## src/rtl/cstat_pkg.sv

```systemverilog
package cstat_pkg;

  // one received subframe as it moves down the delay line
  typedef struct packed {
    logic strobe;
    logic right;
    logic start;
    logic cs;
    logic user;
  } subT;

  // strobes from control to datapath
  typedef struct packed {
    logic       serLoad;
    logic       capEn;
    logic [2:0] capPos;
    logic       flagLoad;
  } ctlT;

  // emphasis code depends on the professional/consumer bit
  function automatic logic emphDecode(input logic [7:0] b);
    if (b[0]) return b[2] & b[3] & ~b[4];
    else      return b[3] & ~b[4] & ~b[5];
  endfunction

endpackage

```

## src/rtl/cstat_dpath.sv

```systemverilog
module cstat_dpath
  import cstat_pkg::*;
#(
  parameter int DELAY = 16
) (
  input  logic clk,
  input  logic rstN,
  input  subT  subIn,
  input  ctlT  ctl,
  output logic dlyStrobe,
  output logic dlyRight,
  output logic dlyStart,
  output logic csSerial,
  output logic userSerial,
  output logic emphFlag,
  output logic nonAudioFlag
);

  // delay line, one register per generate stage
  for (genvar g = 0; g < DELAY; g++) begin : gStage
    subT q;
    if (g == 0) begin : gFirst
      always_ff @(posedge clk or negedge rstN) begin
        if (!rstN) q <= '0;
        else       q <= subIn;
      end
    end else begin : gNext
      always_ff @(posedge clk or negedge rstN) begin
        if (!rstN) q <= '0;
        else       q <= gStage[g-1].q;
      end
    end
  end

  subT tail;
  assign tail      = gStage[DELAY-1].q;
  assign dlyStrobe = tail.strobe;
  assign dlyRight  = tail.right;
  assign dlyStart  = tail.start;

  logic [7:0] statByte;
  logic [7:0] statNext;

  always_comb begin
    statNext = statByte;
    statNext[ctl.capPos] = tail.cs;
  end

  always_ff @(posedge clk or negedge rstN) begin
    if (!rstN) begin
      statByte     <= '0;
      csSerial     <= 1'b0;
      userSerial   <= 1'b0;
      emphFlag     <= 1'b0;
      nonAudioFlag <= 1'b0;
    end else begin
      if (ctl.serLoad) begin
        csSerial   <= tail.cs;
        userSerial <= tail.user;
      end
      if (ctl.capEn) statByte <= statNext;
      if (ctl.flagLoad) begin
        emphFlag     <= emphDecode(statNext);
        nonAudioFlag <= statNext[1];
      end
    end
  end

endmodule

```

## src/rtl/cstat_ctrl.sv

```systemverilog
module cstat_ctrl
  import cstat_pkg::*;
#(
  parameter int FRAMES      = 192,
  parameter int HIGH_FRAMES = 32
) (
  input  logic clk,
  input  logic rstN,
  input  logic dlyStrobe,
  input  logic dlyRight,
  input  logic dlyStart,
  output ctlT  ctl,
  output logic blockFlag
);

  localparam int IDXW = $clog2(FRAMES);
  localparam logic [IDXW-1:0] LAST_IDX = IDXW'(FRAMES - 1);
  localparam logic [IDXW-1:0] HIGH_IDX = IDXW'(HIGH_FRAMES);
  localparam logic [IDXW-1:0] BYTE_END = IDXW'(8);
  localparam logic [IDXW-1:0] LOAD_IDX = IDXW'(7);

  logic            inBlock;
  logic [IDXW-1:0] frameIdx;
  logic            nextIn;
  logic [IDXW-1:0] nextIdx;
  logic            advance;
  logic            leftSub;

  always_comb begin
    leftSub = dlyStrobe & ~dlyRight;
    nextIn  = inBlock;
    nextIdx = frameIdx;
    advance = 1'b0;
    if (leftSub && dlyStart) begin
      nextIn  = 1'b1;
      nextIdx = '0;
      advance = 1'b1;
    end else if (leftSub && inBlock && frameIdx < LAST_IDX) begin
      nextIdx = frameIdx + 1'b1;
      advance = 1'b1;
    end
  end

  always_comb begin
    ctl.serLoad  = dlyStrobe;
    ctl.capEn    = advance && (nextIdx < BYTE_END);
    ctl.capPos   = nextIdx[2:0];
    ctl.flagLoad = advance && (nextIdx == LOAD_IDX);
  end

  always_ff @(posedge clk or negedge rstN) begin
    if (!rstN) begin
      inBlock   <= 1'b0;
      frameIdx  <= '0;
      blockFlag <= 1'b0;
    end else begin
      inBlock   <= nextIn;
      frameIdx  <= nextIdx;
      blockFlag <= nextIn && (nextIdx < HIGH_IDX);
    end
  end

endmodule

```

## src/rtl/cstat_extract.sv

```systemverilog
module cstat_extract
  import cstat_pkg::*;
#(
  parameter int DELAY       = 16,
  parameter int FRAMES      = 192,
  parameter int HIGH_FRAMES = 32
) (
  input  logic clk,
  input  logic rstN,
  input  logic subStrobe,
  input  logic subRight,
  input  logic subBlockStart,
  input  logic subCs,
  input  logic subUser,
  output logic csSerial,
  output logic userSerial,
  output logic blockFlag,
  output logic emphFlag,
  output logic nonAudioFlag
);

  subT  subIn;
  ctlT  ctlStb;
  logic dlyStrobe;
  logic dlyRight;
  logic dlyStart;

  assign subIn = '{strobe: subStrobe, right: subRight, start: subBlockStart,
                   cs: subCs, user: subUser};

  cstat_dpath #(.DELAY(DELAY)) uDpath (
    .clk(clk), .rstN(rstN), .subIn(subIn), .ctl(ctlStb),
    .dlyStrobe(dlyStrobe), .dlyRight(dlyRight), .dlyStart(dlyStart),
    .csSerial(csSerial), .userSerial(userSerial),
    .emphFlag(emphFlag), .nonAudioFlag(nonAudioFlag)
  );

  cstat_ctrl #(.FRAMES(FRAMES), .HIGH_FRAMES(HIGH_FRAMES)) uCtrl (
    .clk(clk), .rstN(rstN),
    .dlyStrobe(dlyStrobe), .dlyRight(dlyRight), .dlyStart(dlyStart),
    .ctl(ctlStb), .blockFlag(blockFlag)
  );

endmodule

```

## config.mk

```make
export PLATFORM = sky130hd
export DESIGN_NAME = cstat_extract
export DESIGN_NICKNAME = d
export VERILOG_FILES = /design/src/rtl/cstat_pkg.sv /design/src/rtl/cstat_dpath.sv /design/src/rtl/cstat_ctrl.sv /design/src/rtl/cstat_extract.sv
export SDC_FILE = /design/constraint.sdc
export NUM_CORES = 1
export LEC_CHECK = 0
export ABC_CLOCK_PERIOD_IN_PS = 8100
export BUFFER_PORTS_ARGS = -buffer_cell sky130_fd_sc_hd__buf_2
export CORE_UTILIZATION = 35
export DETAILED_ROUTE_END_ITERATION = 10
export GPL_TIMING_DRIVEN = 0
export PLACE_DENSITY = 0.49
export SLEW_MARGIN = 40
export SYNTH_ARGS = -nofsm -noshare
export SYNTH_HDL_FRONTEND = slang
export SYNTH_SLANG_ARGS = --single-unit
```

## constraint.sdc

```tcl
create_clock -name clk -period 8.1 [get_ports clk]
set_input_delay 1.62 -clock clk [delete_from_list [all_inputs] [get_ports clk]]
set_output_delay 1.62 -clock clk [all_outputs]
set_load 0.05 [all_outputs]
```

== Word-level counts from Yosys, hierarchy flattened ==
Index checks and enable logic that the tools add are counted.
Word-level totals
  bits of input ports: 7
  output and inout port bits: 5
  register bits after elaboration: 102
Operators by class
  reductions and logical operators: 7
  add/sub/neg operators: 1
  multiplexer cells: 9
  $lt $le $gt $ge: 5
  eq/ne operators: 1
  bitwise gates (word level): 8
Operators by type and width (count)
  $mux 8: 2
  $add 8x1->8 const B: 1
  $bwmux 8: 1
  $eq 8x3->1 const B: 1
  $lt 8x4->1 const B: 1
  $lt 8x6->1 const B: 1
  $lt 8x8->1 const B: 1
  $logic_and 1x1->1: 7
  $and 1x1->1: 5
  $mux 1: 5
  $lt 3x4->1 const B: 1
  $demux 1 s3: 1
  $ge 3x1->1 const B: 1
  $not 1->1: 3

== Longest topological paths before layout ==
Gate-level depths: netlist (run 1).
  depth after elaboration: 15
  depth in mapped cells: 10

== Modules after synthesis ==
Synthesis (run 1) repeated with hierarchy kept, for this count alone.
Unflattened totals
  cells, all modules: 196
  area, all modules: 3199.3 µm²
By module, submodules not included
  cstat_dpath: cells an instance 124, sequential area each 2252.2 µm², instances 1, area each 2506.2 µm²
  cstat_ctrl: cells an instance 72, sequential area each 250.2 µm², instances 1, area each 693.2 µm²

== Worst setup path after synthesis (run 1) ==
Ideal clock, no wire load.
  kind: register to register
  start: reg uCtrl.frameIdx[1]
  end: reg uDpath.emphFlag
  buffers on the path: 0
  required time: 8024 ps
  arrival time: 2501 ps
  period minus slack after synthesis: 2577 ps
  slack: 5523 ps
  stages on the path, launching flop included: 10
  cell sequence: dfrtp_1 > ha_1 > and3_1 > nand4_1 > nand2_2 > o32a_1 > or3_4 > or2_1 > or3_1 > o21ai_1
Between the ends
  word-level cells in the longest chain between the ends: 13
RTL lines
  start, declared: RTL line cstat_ctrl.sv:23  | logic [IDXW-1:0] frameIdx;
  start signal, assigned: RTL line cstat_ctrl.sv:58  | frameIdx <= nextIdx;
  $lt 8x8->1: RTL line cstat_ctrl.sv:38  | end else if (leftSub && inBlock && frameIdx < LAST_IDX) begin
  $logic_and 1x1->1: RTL line cstat_ctrl.sv:38
  $mux 8: RTL line cstat_ctrl.sv:38
  $mux 8: RTL line cstat_ctrl.sv:34  | if (leftSub && dlyStart) begin
  $lt 3x4->1 (not written as such) / $ge 3x1->1 (equally long branches): RTL line cstat_dpath.sv:46  | statNext[ctl.capPos] = tail.cs;
  $logic_and 1x1->1 (not written as such): RTL line cstat_dpath.sv:46
  $mux 1 (not written as such): RTL line cstat_dpath.sv:46
  $demux 1 s3
  $bwmux 8: RTL line cstat_dpath.sv:46
  $not 1->1: RTL line cstat_pkg.sv:22, cstat_pkg.sv:23
  $and 1x1->1 (2 in series): RTL line cstat_pkg.sv:23  | else return b[3] & ~b[4] & ~b[5];
  $mux 1: RTL line cstat_pkg.sv:22  | if (b[0]) return b[2] & b[3] & ~b[4];
  end signal, assigned: RTL line cstat_dpath.sv:63  | emphFlag <= emphDecode(statNext);
  end, declared: RTL line cstat_dpath.sv:15  | output logic emphFlag,
Parallel ways exist; a longest one is shown, timed or not.
A chain may end at the register's enable or synchronous reset.

== Final worst setup path (run 1) ==
  start: reg uCtrl.frameIdx[1]
  end: reg uDpath.statByte[4]
Between the ends
  word-level cells in the longest chain between the ends: 9
RTL lines
  $lt 8x8->1: RTL line cstat_ctrl.sv:38
  $logic_and 1x1->1: RTL line cstat_ctrl.sv:38
  $mux 8: RTL line cstat_ctrl.sv:38
  $mux 8: RTL line cstat_ctrl.sv:34
  $lt 3x4->1 (not written as such) / $ge 3x1->1 (equally long branches): RTL line cstat_dpath.sv:46
  $logic_and 1x1->1 (not written as such): RTL line cstat_dpath.sv:46
  $mux 1 (not written as such): RTL line cstat_dpath.sv:46
  $demux 1 s3
  $bwmux 8: RTL line cstat_dpath.sv:46
  end signal, assigned: RTL line cstat_dpath.sv:61  | if (ctl.capEn) statByte <= statNext;
  end, declared: RTL line cstat_dpath.sv:41  | logic [7:0] statByte;
Parallel ways exist; a longest one is shown, timed or not.

==> metrics.txt, run 1 <==
prevailing post-synth register cell=dfrtp_1; Die Wd=96.7 um; sequential share of power=56.3%; CP max FO=8; critical path's slowest cell=dfrtp_1; Pint=0.721 mW; synth-to-layout area growth=13.4%; Worst path max stage delay=460 ps; Max H-tree Level=3; synthesized instance count=195; Critical Path Source Type=flip-flop; layout cell share with drive strength beyond 1=about 17%; cell taking the most area after synthesis=dfrtp_1; Reg area=2500 um^2; Final Slew Violations=0; Final Routed Wirelength=3960 um; footprint of the multi-input gates=613 um^2; port bufs=11; Cell Chain, Critical Path=ha_1 -> and3_1 -> nand4_1 -> nand2_2 -> o32a_1 -> or3_4 -> o21ai_4 -> nand3b_1 -> mux2_1; WL per Instance=12.0 um; drt drc=0; CTS resizes=0; Setup crit end kind=flip-flop; Final Hold Slack=between 300 and 400 ps; post-synth top area share=79.7%; Leak=around 1.6 nW; Syn Std Cell Area=~3100 um^2; worst reg2reg path depth=9; Gate power share=14.1%; Top Family by Delay on Critical Path=simple AND/OR/NAND/NOR gates; period utilization=35.4%; yosys warns=0; Hold/Removal Path Class=flip-flop to flip-flop; crit path DAT=3100 ps; Hold Path Cell Cnt=0; gpl congestion=0.753; Die Span Y=~97 um; Worst-Margin Slew=397 ps; post-route design area=roughly 3600 um^2; total gr overflow=0; Num Clock Sinks=100; Tot GR Track Use=9.75%; FFs w/ async S/R, synth=100%; Placed Area=3370 um^2; clk_skew=10.4 ps; die area=9350 um^2; FMAX=about 0.35 GHz; row count=34; number of routed nets with antenna violations=0; DR iter-0 viols=36; clock share of power=29.5%; Initial Util=36.0%; pin count of the biggest net entering global routing=76; maximum VDD drop=0.141 mV; fill count=790; critical path type=flip-flop to flip-flop; first-pass GRT wire length=approximately 7000 um; Net Count, Synth=roughly 200; drt pass-1 iters=4; Pwr Density=281 nW/um^2; maximum clock insertion buffer count=2; number of diodes=0; Final Setup Violations=0; syn avg cell area=16.1 um^2; max_cap viols=0; antenna violations before repair=0; Worst-path clk slew=100 ps; number of synthesized flops with an enable pin=0; Post-CTS Hold Buffers=0; top post-synthesis cells by area=dfrtp_1 80%, mux2i_1 1.9%, mux2_1 1.8%; fin nets=226; Final min period=2870 ps; final hold vios=0; Ports=12; TritonCTS clock tree=done; Worst Hold Path EP=uDpath.gStage[12].q[3]; CP required=8330 ps; Max transition margin=72.8%; status=finished, final reports clean; r2r startpoint=uCtrl.frameIdx[1]; Worst path depth=9; via count=between 1k and 1.5k; switching pwr=~0.28 mW; post-detail-place hpwl=2460 um; Synth cell types=35; number of buffers created by CTS=9; reg-to-reg endpoint=uDpath.statByte[4]; vias in the first global route=1,485; RSZ-0062 raised after global routing=false; Sw Ratio=28.0%; Hold Startpoint=uDpath.gStage[11].q[3]; FF+latch count, synth=100; TNS Setup=0 ps; sequential area share after synthesis=79.7%; CP bufs+invs=0; worst-skew pair later-pin latency=350 ps; root buf cell=clkbuf_8; Vias/cell=4.44; R2R Setup Slk=5230 ps; Core Area=8720 um^2; post-CTS setup buffer count=0
area by class of cell:
class | instances | area share, %
flip-flops and latches | 100 | 70.3
plain buffers | 3 | 0.352
clock buffers | 9 | 3.48
clock inverters | 7 | 1.90
well taps | 108 | 3.80
multi-input cells | 89 | 17.2
repair buffers | 12 | 2.60
inverters | 3 | 0.316
cells by family (layout without fill, tap and decap cells):
group	Yosys count	after routing	share of synthesized area (%)
AND/OR/NAND/NOR	50	50	8.53
multiplexers	15	15	5.14
XOR/XNOR	6	6	1.67
AO/OA/AOI/OAI	17	17	3.79
buffers and inverters	6	34	0.757
adder cells (fa/ha/maj)	1	1	0.399
flip-flops	100	100	79.7
per-layer routing:
| metal | part of all wire [%] | GRT usage, % |
|---|---|---|
| met1 | 49 | 12.5 |
| met2 | 46 | 14.5 |
| met3 | 4.5 | 4.84 |
| met4 | 0.43 | 3.10 |
| met5 | 0 | 0 |
power by group through the flow:
stage | Clock, mW | Sequential [mW] | Combinational, mW
finish | 0.296 | 0.564 | 0.142
detailed placement | 0 | 0.575 | 0.143
global placement | 0 | 0.573 | 0.140
CTS | 0.309 | 0.565 | 0.144
global route | 0.328 | 0.571 | 0.159
floorplan | 0 | 0.580 | 0.0956
synth_stat cells, types with 2 or more instances:
| cell type | number |
|---|---|
| nand3b_1 | 2 |
| nor2_1 | 12 |
| mux2_2 | 4 |
| a31oi_1 | 2 |
| nand2_1 | 12 |
| and3_1 | 3 |
| xnor2_1 | 4 |
| nand2b_1 | 3 |
| a21oi_1 | 5 |
| and2_1 | 2 |
| mux2i_1 | 6 |
| nor3b_1 | 2 |
| xor2_1 | 2 |
| nand4_1 | 2 |
| nand3_1 | 4 |
| o21ai_1 | 5 |
| clkbuf_1 | 2 |
| mux2_1 | 5 |
| inv_1 | 3 |
| dfrtp_1 | 100 |
how the worst max path moves through the flow:
| stage | start | to | slack [ps] |
|---|---|---|---|
| 6_report | uCtrl.frameIdx[1] | uDpath.statByte[4] | 5230 |
| 5_1_grt | uCtrl.frameIdx[1] | uDpath.emphFlag | 5050 |
| 4_1_cts | uCtrl.frameIdx[1] | uDpath.statByte[4] | 5230 |
| 3_5_place_dp | uCtrl.frameIdx[1] | uDpath.statByte[4] | 5240 |
| 3_3_place_gp | rstN | uDpath.gStage[0].q[1] | 4450 |
| 2_1_floorplan | uCtrl.frameIdx[1] | uDpath.emphFlag | 5520 |
sequential cells by signal, indices dropped and copies added (netlist names):
register / count
uDpath.dlyStart: 1
uDpath.emphFlag: 1
uDpath.gStage.q: 77
uCtrl.inBlock: 1
uCtrl.blockFlag: 1
uDpath.dlyRight: 1
uDpath.csSerial: 1
uDpath.dlyStrobe: 1
uCtrl.frameIdx: 8
uDpath.statByte: 6
uDpath.nonAudioFlag: 1
uDpath.userSerial: 1
placed cells by master, fill, tap and decap left out, types with 2 or more instances in the layout:
| master | count |
|---|---|
| and3_1 | 3 |
| inv_6 | 2 |
| mux2_2 | 4 |
| and2_1 | 2 |
| a21oi_1 | 5 |
| xnor2_1 | 4 |
| clkbuf_1 | 2 |
| clkinv_4 | 2 |
| nand2_1 | 12 |
| nor3b_1 | 2 |
| buf_2 | 11 |
| nand4_1 | 2 |
| mux2_1 | 5 |
| xor2_1 | 2 |
| nand3_1 | 4 |
| dfrtp_1 | 100 |
| mux2i_1 | 6 |
| nand3b_1 | 2 |
| o21ai_1 | 5 |
| a31oi_1 | 2 |
| nor2_1 | 12 |
| clkbuf_8 | 9 |
| nand2b_1 | 3 |
| inv_1 | 3 |
worst reg2reg max path: stages (launching register included):
cell,delay (ps)
dfrtp_1,460
ha_1,260
and3_1,220
nand4_1,200
nand2_2,130
o32a_1,340
or3_4,410
o21ai_4,270
nand3b_1,130
mux2_1,340
metrics by stage:
step	cells	power [mW]	utilization [%]	setup WS [ps]
final	331	1.00	40.8	5230
after CTS	331	1.02	40.8	5230
after detailed placement	315	0.719	38.6	5240
after floorplan	195	0.676	-	5520
after global routing	331	1.06	40.8	5050
after global placement	314	0.713	38.2	4450
Note: power is estimated with default switching activity, not from simulation.
==> inputs of run 2 (changes only) <==
--- a/config.mk
+++ b/config.mk
@@ -5,12 +5,13 @@
 export SDC_FILE = /design/constraint.sdc
 export NUM_CORES = 1
 export LEC_CHECK = 0
-export ABC_CLOCK_PERIOD_IN_PS = 8100
+export ABC_AREA = 1
+export ABC_CLOCK_PERIOD_IN_PS = 2400
 export BUFFER_PORTS_ARGS = -buffer_cell sky130_fd_sc_hd__buf_2
 export CORE_UTILIZATION = 35
 export DETAILED_ROUTE_END_ITERATION = 10
 export GPL_TIMING_DRIVEN = 0
-export PLACE_DENSITY = 0.49
+export PLACE_DENSITY = 0.51
 export SLEW_MARGIN = 40
 export SYNTH_ARGS = -nofsm -noshare
 export SYNTH_HDL_FRONTEND = slang
==> constraint.sdc (replaced) <==
create_clock -name clk -period 2.4 [get_ports clk]
set_input_delay 0.48 -clock clk [delete_from_list [all_inputs] [get_ports clk]]
set_output_delay 0.48 -clock clk [all_outputs]
set_load 0.05 [all_outputs]
==> run 2 against run 1 <==
  * Largest cell class unchanged
  * Global-route usage is 1.3 points higher
  * Clock skew fell by 3.8 ps
  * Hold slack got worse by 130 ps
  * Register-to-register slack worse by 5000 ps
  * Critical endpoint is now uDpath.emphFlag
  * Synthesized cell count rose by 30%
  * Non-clock buffer count up 1
==> metrics.txt, run 2 <==
status=finished, final reports clean; DR iter-0 viols=62; gpl congestion=slightly below 0.8; row count=34; Num Clock Sinks=100; most frequent cells in the layout=100 x dfrtp_1, 55 x nand2_1, 24 x inv_1, 19 x nand3_1, 12 x buf_2; RSZ-0062 raised after global routing=false; Leak=approximately 1.8 nW; fin nets=285; CP max FO=10; Core Area=slightly below 9000 um^2; TritonCTS clock tree=done; CTS resizes=0; Largest regs=uDpath.gStage.q (77), uCtrl.frameIdx (8), uDpath.statByte (6); FFs w/ async S/R, synth=between 90% and 100%; Final Hold Slack=220 ps; Worst path max stage delay=~430 ps; post-synthesis mux area share=less than 1%; top post-synthesis cells by count=100 x dfrtp_1, 55 x nand2_1, 24 x inv_1; via count=~1.8k; Ports=12; total gr overflow=0; most common cell after layout, fill and taps aside=dfrtp_1; Reg area=2500 um^2; number of diodes=0; CP dominant cell by count=nand2_1; Tot GR Track Use=about 11%; FMAX=between 0.4 and 0.5 GHz; die area=a little under 10,000 um^2; critical path's slowest cell=dfrtp_1; Die Span Y=~100 um; first-pass GRT wire length=~8000 um; Biggest register=uDpath.gStage.q; Synth cell types=28; post-detail-place hpwl=2830 um; yosys warns=0; Worst-Margin Slew=376 ps; clk_skew=6.63 ps; Pwr Density=895 nW/um^2; maximum clock insertion buffer count=2; critical path type=flip-flop to flip-flop; drt pass-1 iters=4; Worst path depth=12; Setup crit end kind=flip-flop; largest family of logic cells by synthesized area=simple AND/OR/NAND/NOR gates; Final Util=41.6%; fill count=about 850; Max H-tree Level=3; crit path DAT=approximately 2400 ps; Final min period=2130 ps; worst-skew pair later-pin latency=approximately 350 ps; top-count cell post-synth=dfrtp_1; Worst Setup Slack, final=274 ps; root buf cell=clkbuf_8; antenna violations before repair=0; number of flip-flops under the largest register name=77; max_cap viols=0; drt drc=0; Vias/cell=4.55; prevailing post-synth register cell=dfrtp_1; synthesized instance count=253; worst reg2reg path depth=12; final hold vios=0; Top Family by Delay on Critical Path=simple AND/OR/NAND/NOR gates; Hold/Removal Path Class=input port to flip-flop; layout cell share with drive strength beyond 1=between 15 and 20%; post-synthesis compound-gate area fraction=2.29%; Net Count, Synth=roughly 260; Max transition margin=74.9%; number of buffers created by CTS=9; number of synthesized flops with an enable pin=0; Cell Chain, Critical Path=ha_1 -> nand3_1 -> nor2_1 -> nor2_1 -> nand4_1 -> nand3_1 -> nand2_1 -> nor2_2 -> buf_4 -> nand2_1 -> nand2_1 -> nand2_1; Power, Total=3.31 mW; Syn Std Cell Area=between 3000 and 4000 um^2; synth-to-layout area growth=12.8%; vias in the first global route=1,783; Die Wd=98.8 um; Hold Path Cell Cnt=1; Post-Synth Simple-Gate Area=between 10% and 20%; port bufs=11; Final Slew Violations=0; Final Routed Wirelength=4360 um; post-synth top area share=76.3%; WL per Instance=11.2 um; syn avg cell area=13.0 um^2; Critical Path Source Type=flip-flop; sequential area share after synthesis=76.3%; xor/xnor cell area share of the yosys netlist=less than 1%; CP required=2650 ps; pin count of the biggest net entering global routing=80; Worst-path clk slew=roughly 90 ps; number of routed nets with antenna violations=0; post-synthesis adder-cell area fraction=0.382%; footprint of the multi-input gates=661 um^2; Initial Util=about 37%; CP bufs+invs=1; Post-Place Setup Slack=283 ps; maximum VDD drop=a little over 0.4 mV; FF+latch count, synth=100; cell taking the most area after synthesis=dfrtp_1; Final Setup Violations=0; period utilization=around 89%; top post-synthesis cells by area=dfrtp_1 76%, nand2_1 6.3%, nand3_1 2.9%
==> run 2: cell types whose count changed after synthesis, sizes merged, moves of 3 or more <==
cell    previous run  this run
mux2i              6         0
xnor2              4         0
nand4              2         6
mux2               9         1
and3               3         0
nand2b             3         0
a21oi              6         2
inv                3        26
nand2             13        63
nand3              5        23
==> run 2: timing repair <==
action | in CTS | in global routing
hold buffers | 1 | 0
hold endpoints to repair | 21 | 0
buffers inserted | 0 | 0
==> run 2: area by class of cell <==
cell class                 count  share of cell area (%)
buffer                         3                   0.474
clock buffer                  10                    3.72
clock inverter                 5                    1.22
inverter                      26                    2.64
multi-input combinational    124                    17.9
sequential                   100                    67.7
tap                          108                    3.65
timing repair buffer          13                    2.77
==> run 2: power by group <==
group | leakage [nW] | internal [mW] | switching (mW) | total, mW
sequential | 1.18 | 1.82 | 0.0556 | 1.88
clock | 0.0913 | 0.416 | 0.560 | 0.976
combinational | 0.525 | 0.151 | 0.308 | 0.458
total | 1.80 | 2.39 | 0.923 | 3.31
==> run 2: worst paths after layout <==
kind                                       start  slack [ps]                      to
setup reg to reg               uCtrl.frameIdx[0]         270         uDpath.emphFlag
hold / removal                          subRight         220   uDpath.gStage[0].q[3]
min in group asynchronous                   rstN         530       uCtrl.frameIdx[5]
setup / recovery               uCtrl.frameIdx[0]         270         uDpath.emphFlag
hold reg to reg            uDpath.gStage[9].q[1]         350  uDpath.gStage[10].q[1]
max in group asynchronous                   rstN        1270  uDpath.gStage[10].q[0]
==> run 2: cells by family (layout without fill, tap and decap cells) <==
group                      Yosys count  count (layout)
and+or+nand+nor                    108             108
muxes                                1               1
buffers and inverters               29              57
DFF                                100             100
AOI/OAI and AO/OA                   12              12
xor gates and xnor gates             2               2
adders and majority gates            1               1
==> run 2: layer usage <==
| layer | up-vias | global-route usage (%) | routed length [um] |
|---|---|---|---|
| met1 | 898 | 14.3 | 2080 |
| met5 | - | 0 | 0 |
| met2 | 24 | 16.3 | 2040 |
| met3 | 7 | 4.26 | 153 |
| met4 | 0 | 5.51 | 78 |
| li1 | 841 | - | - |
==> run 2: stage by stage <==
stage | std cells | area, um^2 | TNS, ps
after floorplan | 253 | 3280 | 0
after global placement | 372 | 3470 | -12260
after detailed placement | 373 | 3510 | 0
after CTS | 389 | 3700 | 0
after global routing | 389 | 3700 | 0
final | 389 | 3700 | 0
==> inputs of run 3 (changes only) <==
--- a/config.mk
+++ b/config.mk
@@ -8,6 +8,7 @@
 export ABC_AREA = 1
 export ABC_CLOCK_PERIOD_IN_PS = 2400
 export BUFFER_PORTS_ARGS = -buffer_cell sky130_fd_sc_hd__buf_2
+export CORE_MARGIN = 3
 export CORE_UTILIZATION = 35
 export DETAILED_ROUTE_END_ITERATION = 10
 export GPL_TIMING_DRIVEN = 0
==> constraint.sdc (replaced) <==
create_clock -name clk -period 2.4 [get_ports clk]
set_input_delay 0.48 -clock clk [delete_from_list [all_inputs] [get_ports clk]]
set_output_delay 0.48 -clock clk [all_outputs]
set_load 0.1 [all_outputs]
==> run 3 against run 2 <==
  * Non-clock buffer count stayed put
  * Clock power is 9.6% higher
  * Die area is 8.3% higher
  * Critical path depth stayed put
  * Sequential power hardly changed
  * Sequential share of layout area is 0.41 points lower
  * Wire length is 0.55% lower
==> metrics.txt, run 3 (synthesis gave the netlist of run 2 again) <==
Final Hold Slack=228 ps; Post-CTS Hold Buffers=1; DR iter-0 viols=77; TritonCTS clock tree=done; FMAX=0.465 GHz; critical path's slowest cell=dfrtp_1; worst reg2reg path depth=12; Worst-path clk slew=90 ps; Setup crit end kind=flip-flop; clk_skew=11.5 ps; post-route design area=3720 um^2; port bufs=11; Max H-tree Level=3; Top Family by Delay on Critical Path=simple AND/OR/NAND/NOR gates; RSZ-0062 raised after global routing=false; first-pass GRT wire length=7580 um; maximum clock insertion buffer count=2; Worst Hold Path EP=uDpath.gStage[0].q[3]; number of buffers created by CTS=9; maximum VDD drop=between 0.5 and 0.6 mV; Final min period=2150 ps; post-detail-place hpwl=2770 um; Pwr Density=925 nW/um^2; CTS resizes=0; most common cell after layout, fill and taps aside=dfrtp_1; Biggest register=uDpath.gStage.q; total gr overflow=0; pin count of the biggest net entering global routing=68; Hold Startpoint=subRight; drt drc=0; Post-Place Setup Slack=269 ps; Ports=12; Leak=roughly 1.8 nW; Initial Util=36.9%; TNS Setup=0 ps; busiest grt layer=met2; number of routed nets with antenna violations=0; Final Slew Violations=0; WL per Instance=11.1 um; status=finished, final reports clean; Die Wd=103 um; CP required=2650 ps; crit path DAT=2400 ps; r2r startpoint=uCtrl.frameIdx[0]; post-CTS setup buffer count=0; CP max FO=10; Max transition margin=67.8%; Vias/cell=4.44; layout cell share with drive strength beyond 1=19.9%; synth-to-layout area growth=13.5%; Final Routed Wirelength=4340 um; most frequent cells in the layout=100 x dfrtp_1, 55 x nand2_1, 24 x inv_1, 19 x nand3_1, 12 x buf_2; row count=34; Die Span Y=103 um; via count=1,731; reg-to-reg endpoint=uDpath.emphFlag; Placed Area=3510 um^2; Final Setup Violations=0; final hold vios=0; Largest regs=uDpath.gStage.q (77), uCtrl.frameIdx (8), uDpath.statByte (6); vias in the first global route=between 1.5k and 2k; Cell Chain, Critical Path=ha_1 -> nand3_1 -> nor2_1 -> nor2_1 -> nand4_1 -> nand3_1 -> nand2_1 -> nor2_2 -> buf_4 -> nand2_1 -> nand2_1 -> nand2_1; Worst-Margin Slew=approximately 490 ps; worst-skew pair later-pin latency=approximately 360 ps; Core Area=8890 um^2; Tot GR Track Use=9.51%; period utilization=89.5%; grt met2 use=14.0%; number of flip-flops under the largest register name=a little under 80; antenna violations before repair=0; Hold Path Cell Cnt=1; Critical Path Source Type=flip-flop; fin nets=285; met1 usage=12.5%; gpl congestion=0.763; Hold/Removal Path Class=input port to flip-flop; number of diodes=0; drt pass-1 iters=4; root buf cell=clkbuf_8; met3 global-route usage=3.45%; die area=about 11,000 um^2; CP bufs+invs=1; Power, Total=3.44 mW; R2R Setup Slk=~250 ps; max_cap viols=0; Num Clock Sinks=100; Worst path max stage delay=420 ps; Worst Setup Slack, final=251 ps; critical path type=flip-flop to flip-flop; CP dominant cell by count=nand2_1
## run 3: cell types whose count changed in the layout (fill, tap and decap cells not counted)
cell        delta
clkinv_2       +1
clkinvlp_4     -1
clkbuf_8       -1
inv_6          +1
bufinv_16      +1
## run 3: worst max-delay path by stage
| stage | from | to | slack [ps] | depth (start not counted) |
|---|---|---|---|---|
| final | uCtrl.frameIdx[0] | uDpath.emphFlag | 250 | 12 |
| after global routing | uCtrl.frameIdx[0] | uDpath.statByte[2] | 50 | 12 |
| after CTS | uCtrl.frameIdx[0] | uDpath.emphFlag | 250 | 12 |
| after detailed placement | uCtrl.frameIdx[0] | uDpath.nonAudioFlag | 270 | 12 |
| after global placement | rstN | uDpath.userSerial | -110 | 1 |
| after floorplan | uCtrl.frameIdx[0] | uDpath.emphFlag | 560 | 12 |
## run 3: per-layer routing
layer | vias to the layer above | share of wire (%)
li1 | 838 | -
met1 | 861 | 47
met2 | 26 | 48
met3 | 6 | 4.0
met4 | 0 | 1.1
met5 | - | 0
## run 3: power breakdown
part | internal (mW) | switching [mW] | leakage (nW)
logic | 0.150 | 0.346 | 0.525
clock network | 0.500 | 0.570 | 0.107
registers | 1.82 | 0.0549 | 1.18
## run 3: final cells by class
class | instances | area [um^2]
sequential | 100 | 2500
inverter | 26 | 97.6
timing repair buffer | 13 | 103
tap | 108 | 135
clock buffer | 9 | 124
clock inverter | 7 | 81.3
multi-input combinational | 124 | 661
buffer | 3 | 17.5
fill | 819 | 5170
## run 3: per-stage QoR
step | utilization, % | cells
after detailed placement | 39.4 | 373
after floorplan | - | 253
after CTS | 41.9 | 390
after global placement | 39.0 | 372
after global routing | 41.9 | 390
final | 41.9 | 390
